File: src/rtl/cm_pkg.sv
package cm_pkg;
    parameter int unsigned ADDR_W = 8;
    parameter int unsigned DATA_W = 16;
    parameter int unsigned NREG   = 4;
    parameter int unsigned OP_W   = 3;

    localparam int unsigned REG_W  = $clog2(NREG);
    localparam int unsigned WORD_W = OP_W + REG_W + ADDR_W;
    localparam int unsigned DEPTH  = 1 << ADDR_W;

    typedef enum logic [OP_W-1:0] {
        OP_CLR = 3'd0,
        OP_INC = 3'd1,
        OP_DJZ = 3'd2,
        OP_JMP = 3'd3,
        OP_HLT = 3'd4
    } op_e;

    typedef struct packed {
        logic              is_clr;
        logic              is_inc;
        logic              is_djz;
        logic              is_jmp;
        logic              is_stop;
        logic [REG_W-1:0]  idx;
        logic [ADDR_W-1:0] tgt;
    } dec_t;

    typedef struct packed {
        logic [ADDR_W-1:0] pc;
        logic              running;
        logic              halted;
    } core_st_t;
endpackage

File: src/rtl/cm_progmem.sv
module cm_progmem
    import cm_pkg::*;
(
    input  logic              clk,
    input  logic              rst_n,
    input  logic              wr_en,
    input  logic [ADDR_W-1:0] wr_addr,
    input  logic [WORD_W-1:0] wr_word,
    input  logic [ADDR_W-1:0] rd_addr,
    output logic [WORD_W-1:0] rd_word,
    output logic              rd_valid
);
    logic [WORD_W-1:0] mem_q [DEPTH];
    logic [DEPTH-1:0]  valid_d, valid_q;

    // Storage array: no reset, the valid bits qualify it.
    always_ff @(posedge clk) begin
        if (wr_en) begin
            mem_q[wr_addr] <= wr_word;
        end
    end

    always_comb begin
        valid_d = valid_q;
        if (wr_en) begin
            valid_d[wr_addr] = 1'b1;
        end
    end

    always_ff @(posedge clk) begin
        if (!rst_n) begin
            valid_q <= '0;
        end else begin
            valid_q <= valid_d;
        end
    end

    assign rd_word  = mem_q[rd_addr];
    assign rd_valid = valid_q[rd_addr];

    // a write marks its address as loaded on the next cycle
    a_r11_load_marks: assert property (@(posedge clk) disable iff (!rst_n)
        wr_en |=> valid_q[$past(wr_addr)]);
endmodule

File: src/rtl/cm_decode.sv
module cm_decode
    import cm_pkg::*;
(
    input  logic [WORD_W-1:0] word,
    input  logic              valid,
    output dec_t              dec
);
    logic [OP_W-1:0] op;

    assign op = word[WORD_W-1 -: OP_W];

    always_comb begin
        dec         = '0;
        dec.idx     = word[ADDR_W +: REG_W];
        dec.tgt     = word[ADDR_W-1:0];
        if (!valid) begin
            dec.is_stop = 1'b1;
        end else begin
            dec.is_clr  = (op == OP_CLR);
            dec.is_inc  = (op == OP_INC);
            dec.is_djz  = (op == OP_DJZ);
            dec.is_jmp  = (op == OP_JMP);
            dec.is_stop = (op >= OP_HLT);
        end
    end

    // exactly one operation class is selected per word
    always_comb begin
        a_r1_onehot_class: assert ($onehot({dec.is_clr, dec.is_inc, dec.is_djz,
                                            dec.is_jmp, dec.is_stop}) || $isunknown(word));
    end
endmodule

File: src/rtl/cm_regfile.sv
module cm_regfile
    import cm_pkg::*;
(
    input  logic                         clk,
    input  logic                         rst_n,
    input  logic                         we,
    input  logic [REG_W-1:0]             widx,
    input  logic [DATA_W-1:0]            wval,
    output logic [NREG-1:0][DATA_W-1:0]  regs
);
    logic [NREG-1:0][DATA_W-1:0] regs_d, regs_q;

    always_comb begin
        for (int i = 0; i < NREG; i++) begin
            regs_d[i] = regs_q[i];
            if (we && (widx == REG_W'(i))) begin
                regs_d[i] = wval;
            end
        end
    end

    always_ff @(posedge clk) begin
        if (!rst_n) begin
            regs_q <= '0;
        end else begin
            regs_q <= regs_d;
        end
    end

    assign regs = regs_q;

    // without a write no register moves
    a_r5_hold_without_write: assert property (@(posedge clk) disable iff (!rst_n)
        !we |=> $stable(regs_q));
endmodule

File: src/rtl/ctr_machine_core.sv
module ctr_machine_core
    import cm_pkg::*;
(
    input  logic              clk,
    input  logic              rst_n,
    input  logic              load_en,
    input  logic [ADDR_W-1:0] load_addr,
    input  logic [WORD_W-1:0] load_word,
    input  logic              start,
    output logic              halted,
    input  logic [REG_W-1:0]  rd_sel,
    output logic [DATA_W-1:0] rd_data
);
    core_st_t                    st_d, st_q;
    logic [WORD_W-1:0]           fetch_word;
    logic                        fetch_valid;
    dec_t                        dec;
    logic [NREG-1:0][DATA_W-1:0] regs;
    logic [DATA_W-1:0]           cur;
    logic                        exec;
    logic                        we;
    logic [DATA_W-1:0]           wval;

    cm_progmem i_mem (
        .clk      (clk),
        .rst_n    (rst_n),
        .wr_en    (load_en),
        .wr_addr  (load_addr),
        .wr_word  (load_word),
        .rd_addr  (st_q.pc),
        .rd_word  (fetch_word),
        .rd_valid (fetch_valid)
    );

    cm_decode i_dec (
        .word  (fetch_word),
        .valid (fetch_valid),
        .dec   (dec)
    );

    cm_regfile i_rf (
        .clk   (clk),
        .rst_n (rst_n),
        .we    (we),
        .widx  (dec.idx),
        .wval  (wval),
        .regs  (regs)
    );

    assign cur  = regs[dec.idx];
    assign exec = st_q.running && !start;

    always_comb begin
        st_d = st_q;
        we   = 1'b0;
        wval = cur;
        if (start) begin
            st_d.pc      = '0;
            st_d.running = 1'b1;
            st_d.halted  = 1'b0;
        end else if (st_q.running) begin
            st_d.pc = st_q.pc + 1'b1;
            if (dec.is_stop) begin
                st_d.pc      = st_q.pc;
                st_d.running = 1'b0;
                st_d.halted  = 1'b1;
            end else if (dec.is_clr) begin
                we   = 1'b1;
                wval = '0;
            end else if (dec.is_inc) begin
                we   = 1'b1;
                wval = cur + 1'b1;
            end else if (dec.is_djz) begin
                if (cur == '0) begin
                    st_d.pc = dec.tgt;
                end else begin
                    we   = 1'b1;
                    wval = cur - 1'b1;
                end
            end else if (dec.is_jmp) begin
                st_d.pc = dec.tgt;
            end
        end
    end

    always_ff @(posedge clk) begin
        if (!rst_n) begin
            st_q <= '0;
        end else begin
            st_q <= st_d;
        end
    end

    assign halted  = st_q.halted;
    assign rd_data = regs[rd_sel];

    a_r2_inc_wraps: assert property (@(posedge clk) disable iff (!rst_n)
        exec && dec.is_inc |=> regs[$past(dec.idx)] == DATA_W'($past(cur) + 1'b1));

    a_r2_clr_zero: assert property (@(posedge clk) disable iff (!rst_n)
        exec && dec.is_clr |=> regs[$past(dec.idx)] == '0);

    a_r3_djz_branch: assert property (@(posedge clk) disable iff (!rst_n)
        exec && dec.is_djz && (cur == '0)
        |=> (st_q.pc == $past(dec.tgt)) && (regs[$past(dec.idx)] == '0));

    a_r3_djz_step: assert property (@(posedge clk) disable iff (!rst_n)
        exec && dec.is_djz && (cur != '0)
        |=> regs[$past(dec.idx)] == DATA_W'($past(cur) - 1'b1));

    a_r4_jmp_target: assert property (@(posedge clk) disable iff (!rst_n)
        exec && dec.is_jmp |=> st_q.pc == $past(dec.tgt));

    a_r5_halt_flag: assert property (@(posedge clk) disable iff (!rst_n)
        exec && dec.is_stop |=> halted && !st_q.running);

    a_r5_halt_sticky: assert property (@(posedge clk) disable iff (!rst_n)
        halted && !start |=> halted && $stable(regs));

    a_r6_start_restart: assert property (@(posedge clk) disable iff (!rst_n)
        start |=> (st_q.pc == '0) && st_q.running && !halted && $stable(regs));
endmodule

File: config.mk
export PLATFORM = sky130hd
export DESIGN_NAME = ctr_machine_core
export DESIGN_NICKNAME = d
export VERILOG_FILES = /design/src/rtl/cm_pkg.sv /design/src/rtl/cm_progmem.sv /design/src/rtl/cm_decode.sv /design/src/rtl/cm_regfile.sv /design/src/rtl/ctr_machine_core.sv
export SDC_FILE = /design/constraint.sdc
export NUM_CORES = 2
export LEC_CHECK = 0
export BUFFER_PORTS_ARGS = -buffer_cell sky130_fd_sc_hd__buf_2
export CORE_ASPECT_RATIO = 0.5
export CORE_MARGIN = 10
export CORE_UTILIZATION = 30
export DETAILED_ROUTE_END_ITERATION = 6
export SLEW_MARGIN = 20
export SYNTH_ARGS = -nofsm -noshare
export SYNTH_HDL_FRONTEND = slang
export SYNTH_SLANG_ARGS = --single-unit
File: constraint.sdc
create_clock -name clk -period 10.2 [get_ports clk]
set_input_delay 2.04 -clock clk [delete_from_list [all_inputs] [get_ports clk]]
set_output_delay 2.04 -clock clk [all_outputs]
set_load 0.05 [all_outputs]
==> metrics.md <==
| Metric | Value |
|---|---|
| Status | `finished, violations left` |
| Failing checks | `DRC` |
| H-tree depth | `5` |
| Root buffer cell | `clkbuf_16` |
| Startpoint types | `register` |
| RD Place Congestion | `0.896` |
| Static Leakage | `between 0.04 and 0.05 uW` |
| Async set-reset flop share out of synthesis | `0%` |
| Hold_buf cts | `0` |
| Cell family with the largest share of critical-path delay | `compound AO/OA/AOI/OAI gates` |
| Peak supply drop | `154 uV` |
| Area grow syn2layout | `14.6%` |
| Postcts setup bufs | `0` |
| Remaining global-route overflow | `0` |
| DRC viols | `2` |
| Total CTS buffers | `around 350` |
| Chip Height | `between 500 and 600 um` |
| Area of the multi-input gates | `approximately 34000 sq um` |
| Yosys reg bits | `roughly 3700` |
| CTS Buffer Depth | `4` |
| Share of cells above drive strength 1 | `between 20% and 30%` |
| Data required, critical path | `between 10 and 15 ns` |
| Number of global-route vias before repair | `~71000` |
| Slew Limit Fails | `0` |
| Hold Fails Final Rpt | `0` |
| Max_slew headroom | `between 20% and 30%` |
| Antenna Violating Nets Remaining | `0` |
| CTS Sinks | `3666` |
| Post-synthesis sequential area ratio | `around 75%` |
| FF+latch area | `107000 sq um` |
| Hold WC Path Type | `reg2reg` |
| Hpwl dp | `245 mm` |
| Drt via density | `around 5.3` |
| Layout filler cell count | `43500` |
| CTS tree | `yes` |
| CP Capture Type | `register` |
| PwrDens | `approximately 180 nW/um^2` |
| Dominant synthesized flop cell | `edfxtp_1` |
| Total Neg Setup Slack | `0 ns` |
| I/O pin count | `44` |
| Bufs and invs on worst path | `1` |
| Max cap viols | `0` |
| Post-Syn Area | `approximately 140000 sq um` |
| # rows | `~180` |
| Hold Slack | `between 0.4 and 0.5 ns` |
| Yosys cell types | `between 100 and 150` |
| Fin crit period | `7.81 ns` |
| CP max-delay cell | `o211a_2` |
| Nets | `7032` |
| Period utilization | `76.6%` |
| Worst Clk Skew | `between 0.08 and 0.09 ns` |
| Crit path kind | `reg2reg` |
| First-pass GRT wire length | `roughly 560 mm` |
| Worst EP arrival | `approximately 8.6 ns` |
| Clk pin slew, worst setup/hold paths | `0.06 ns` |
| Largest net degree at the start of global routing | `a little under 200` |
| Crit-path cells | `buf_12, mux4_2, a22oi_1, a21oi_1, o311ai_4, o211a_2, mux2i_1, mux2_1, nand4_1, o41ai_4, or2_1, a211oi_1, a311o_1` |
| Post_cts resized | `0` |
| Post-Syn Nets | `approximately 6700` |
| Clk_lat worst skew | `between 0.9 and 1 ns` |
| Die Width | `about 990 um` |
| Per-cell routed wire length | `approximately 29 um` |
| Unrepaired setup endpoints after global routing | `no` |
| IO buf count | `43` |
| Via count | `71600` |
| CORE AREA | `about 470000 sq um` |
| WL final | `396 mm` |
| FMAX | `about 0.13 GHz` |
| CP Max Fanout | `84` |
| Initial Util | `between 30% and 40%` |
| Avg Inst Size Synth | `approximately 21 sq um` |
| Die ar. | `approximately 500000 sq um` |
| Worst Tran Pin Value | `about 1.2 ns` |
| Warnings from Yosys | `0` |
| Drt pass-1 iters | `7` |
| Initial antenna violation count | `34` |
| Total GRT Usage | `15.2%` |
| Post-Synthesis Cells | `around 6700` |
| Number of synthesized flops with an enable pin | `~3300` |
| Initial DRC count | `around 9500` |
| CP max stage delay | `1.05 ns` |
| Final setup viols | `0` |
-- cell usage in the layout (no fill, tap or decap), drive strengths merged, types with 27 or more instances in the layout --
cell type	Yosys	layout
dfxtp	338	338
clkbuf	208	477
a22oi	55	55
clkinv	1	134
mux2	27	27
mux2i	128	128
o21a	260	260
nand2	130	130
buf	191	371
o22ai	33	33
nor2b	31	31
mux4	1064	1064
bufinv	0	28
nor2	338	338
o21ai	35	35
inv	14	30
a21oi	57	57
nand3	68	68
edfxtp	3328	3328
nor3	36	36
-- synthesized netlist by cell type, types with 25 or more instances --
library cell,instances,area [sq um]
nand2_1,130,488
nor2b_1,31,194
mux2_2,25,282
a22oi_1,55,413
mux2i_1,128,1280
o21a_1,260,1950
o22ai_1,33,206
nor2_1,336,1260
mux4_2,1064,24000
clkbuf_1,208,781
nor3_1,35,175
edfxtp_1,3328,99900
buf_1,40,150
a21oi_1,57,285
nand3_1,68,340
dfxtp_1,338,6770
buf_2,89,445
buf_6,29,327
-- through the flow --
stage / power (uW) / utilization (%) / setup slack [ns] / std cells / area [sq um]
CTS: 30300 / 34.6 / 2.45 / 13600 / 163000
global placement: 17100 / 32.1 / 2.59 / 12900 / 152000
detailed placement: 17100 / 32.1 / 2.47 / 12900 / 152000
floorplan: 16800 / - / 4.49 / 6662 / 143000
finish: 30100 / 34.6 / 2.39 / 13600 / 163000
global route: 30900 / 34.6 / 1.94 / 13600 / 163000
-- worst paths after layout --
check | from | to | slack, ns | depth (start not counted)
worst min register to register | i_mem.valid_q[246] | i_mem.valid_q[246] | 0.46 | 1
worst max-delay path | register | i_rf.regs[34] | 2.39 | 13
worst max register to register | register | i_rf.regs[34] | 2.39 | 13
worst min-delay path | i_mem.valid_q[246] | i_mem.valid_q[246] | 0.46 | 1
-- final cells by class --
cell class	instances	share of cell area [%]
flip-flops and latches	3666	65.3
multi-input cells	2580	20.7
clock buffers	464	6.05
well taps	6300	4.83
repair buffers	384	1.88
clock inverters	183	1.09
inverters	15	0.0391
diodes	19	0.0291
-- cells by family (layout without fill, tap and decap cells) --
family	count (synthesis)	after routing	synth area share, %
adders and majority gates	5	5	0.0421
AOI/OAI and AO/OA	601	601	3.16
buffers and inverters	416	1046	1.50
other	0	19	0
DFF	3666	3666	74.9
xor gates and xnor gates	7	7	0.0430
muxes	1219	1219	17.9
and+or+nand+nor	748	748	2.47
-- report_power, final --
part | internal (uW) | switching [uW] | leakage [uW]
clock | 7570 | 5730 | 0.00575
combinational | 43.7 | 318 | 0.0107
sequential | 16400 | 8.24 | 0.0326
-- flip-flops by register name (all words and copies together), names as in the netlist, named ones only --
name           cells
halted             1
i_mem.mem_q     3328
i_mem.valid_q    256
i_rf.regs         64
st_q               9
-- per-layer routing --
layer	routed length, um	global-route usage (%)	vias to the layer above
li1	-	-	28700
met1	164000	21.2	38800
met2	180000	23.3	3381
met3	39700	3.95	627
met4	12600	4.56	6
met5	38	0.336	-
(Power assumes the default switching activity.)
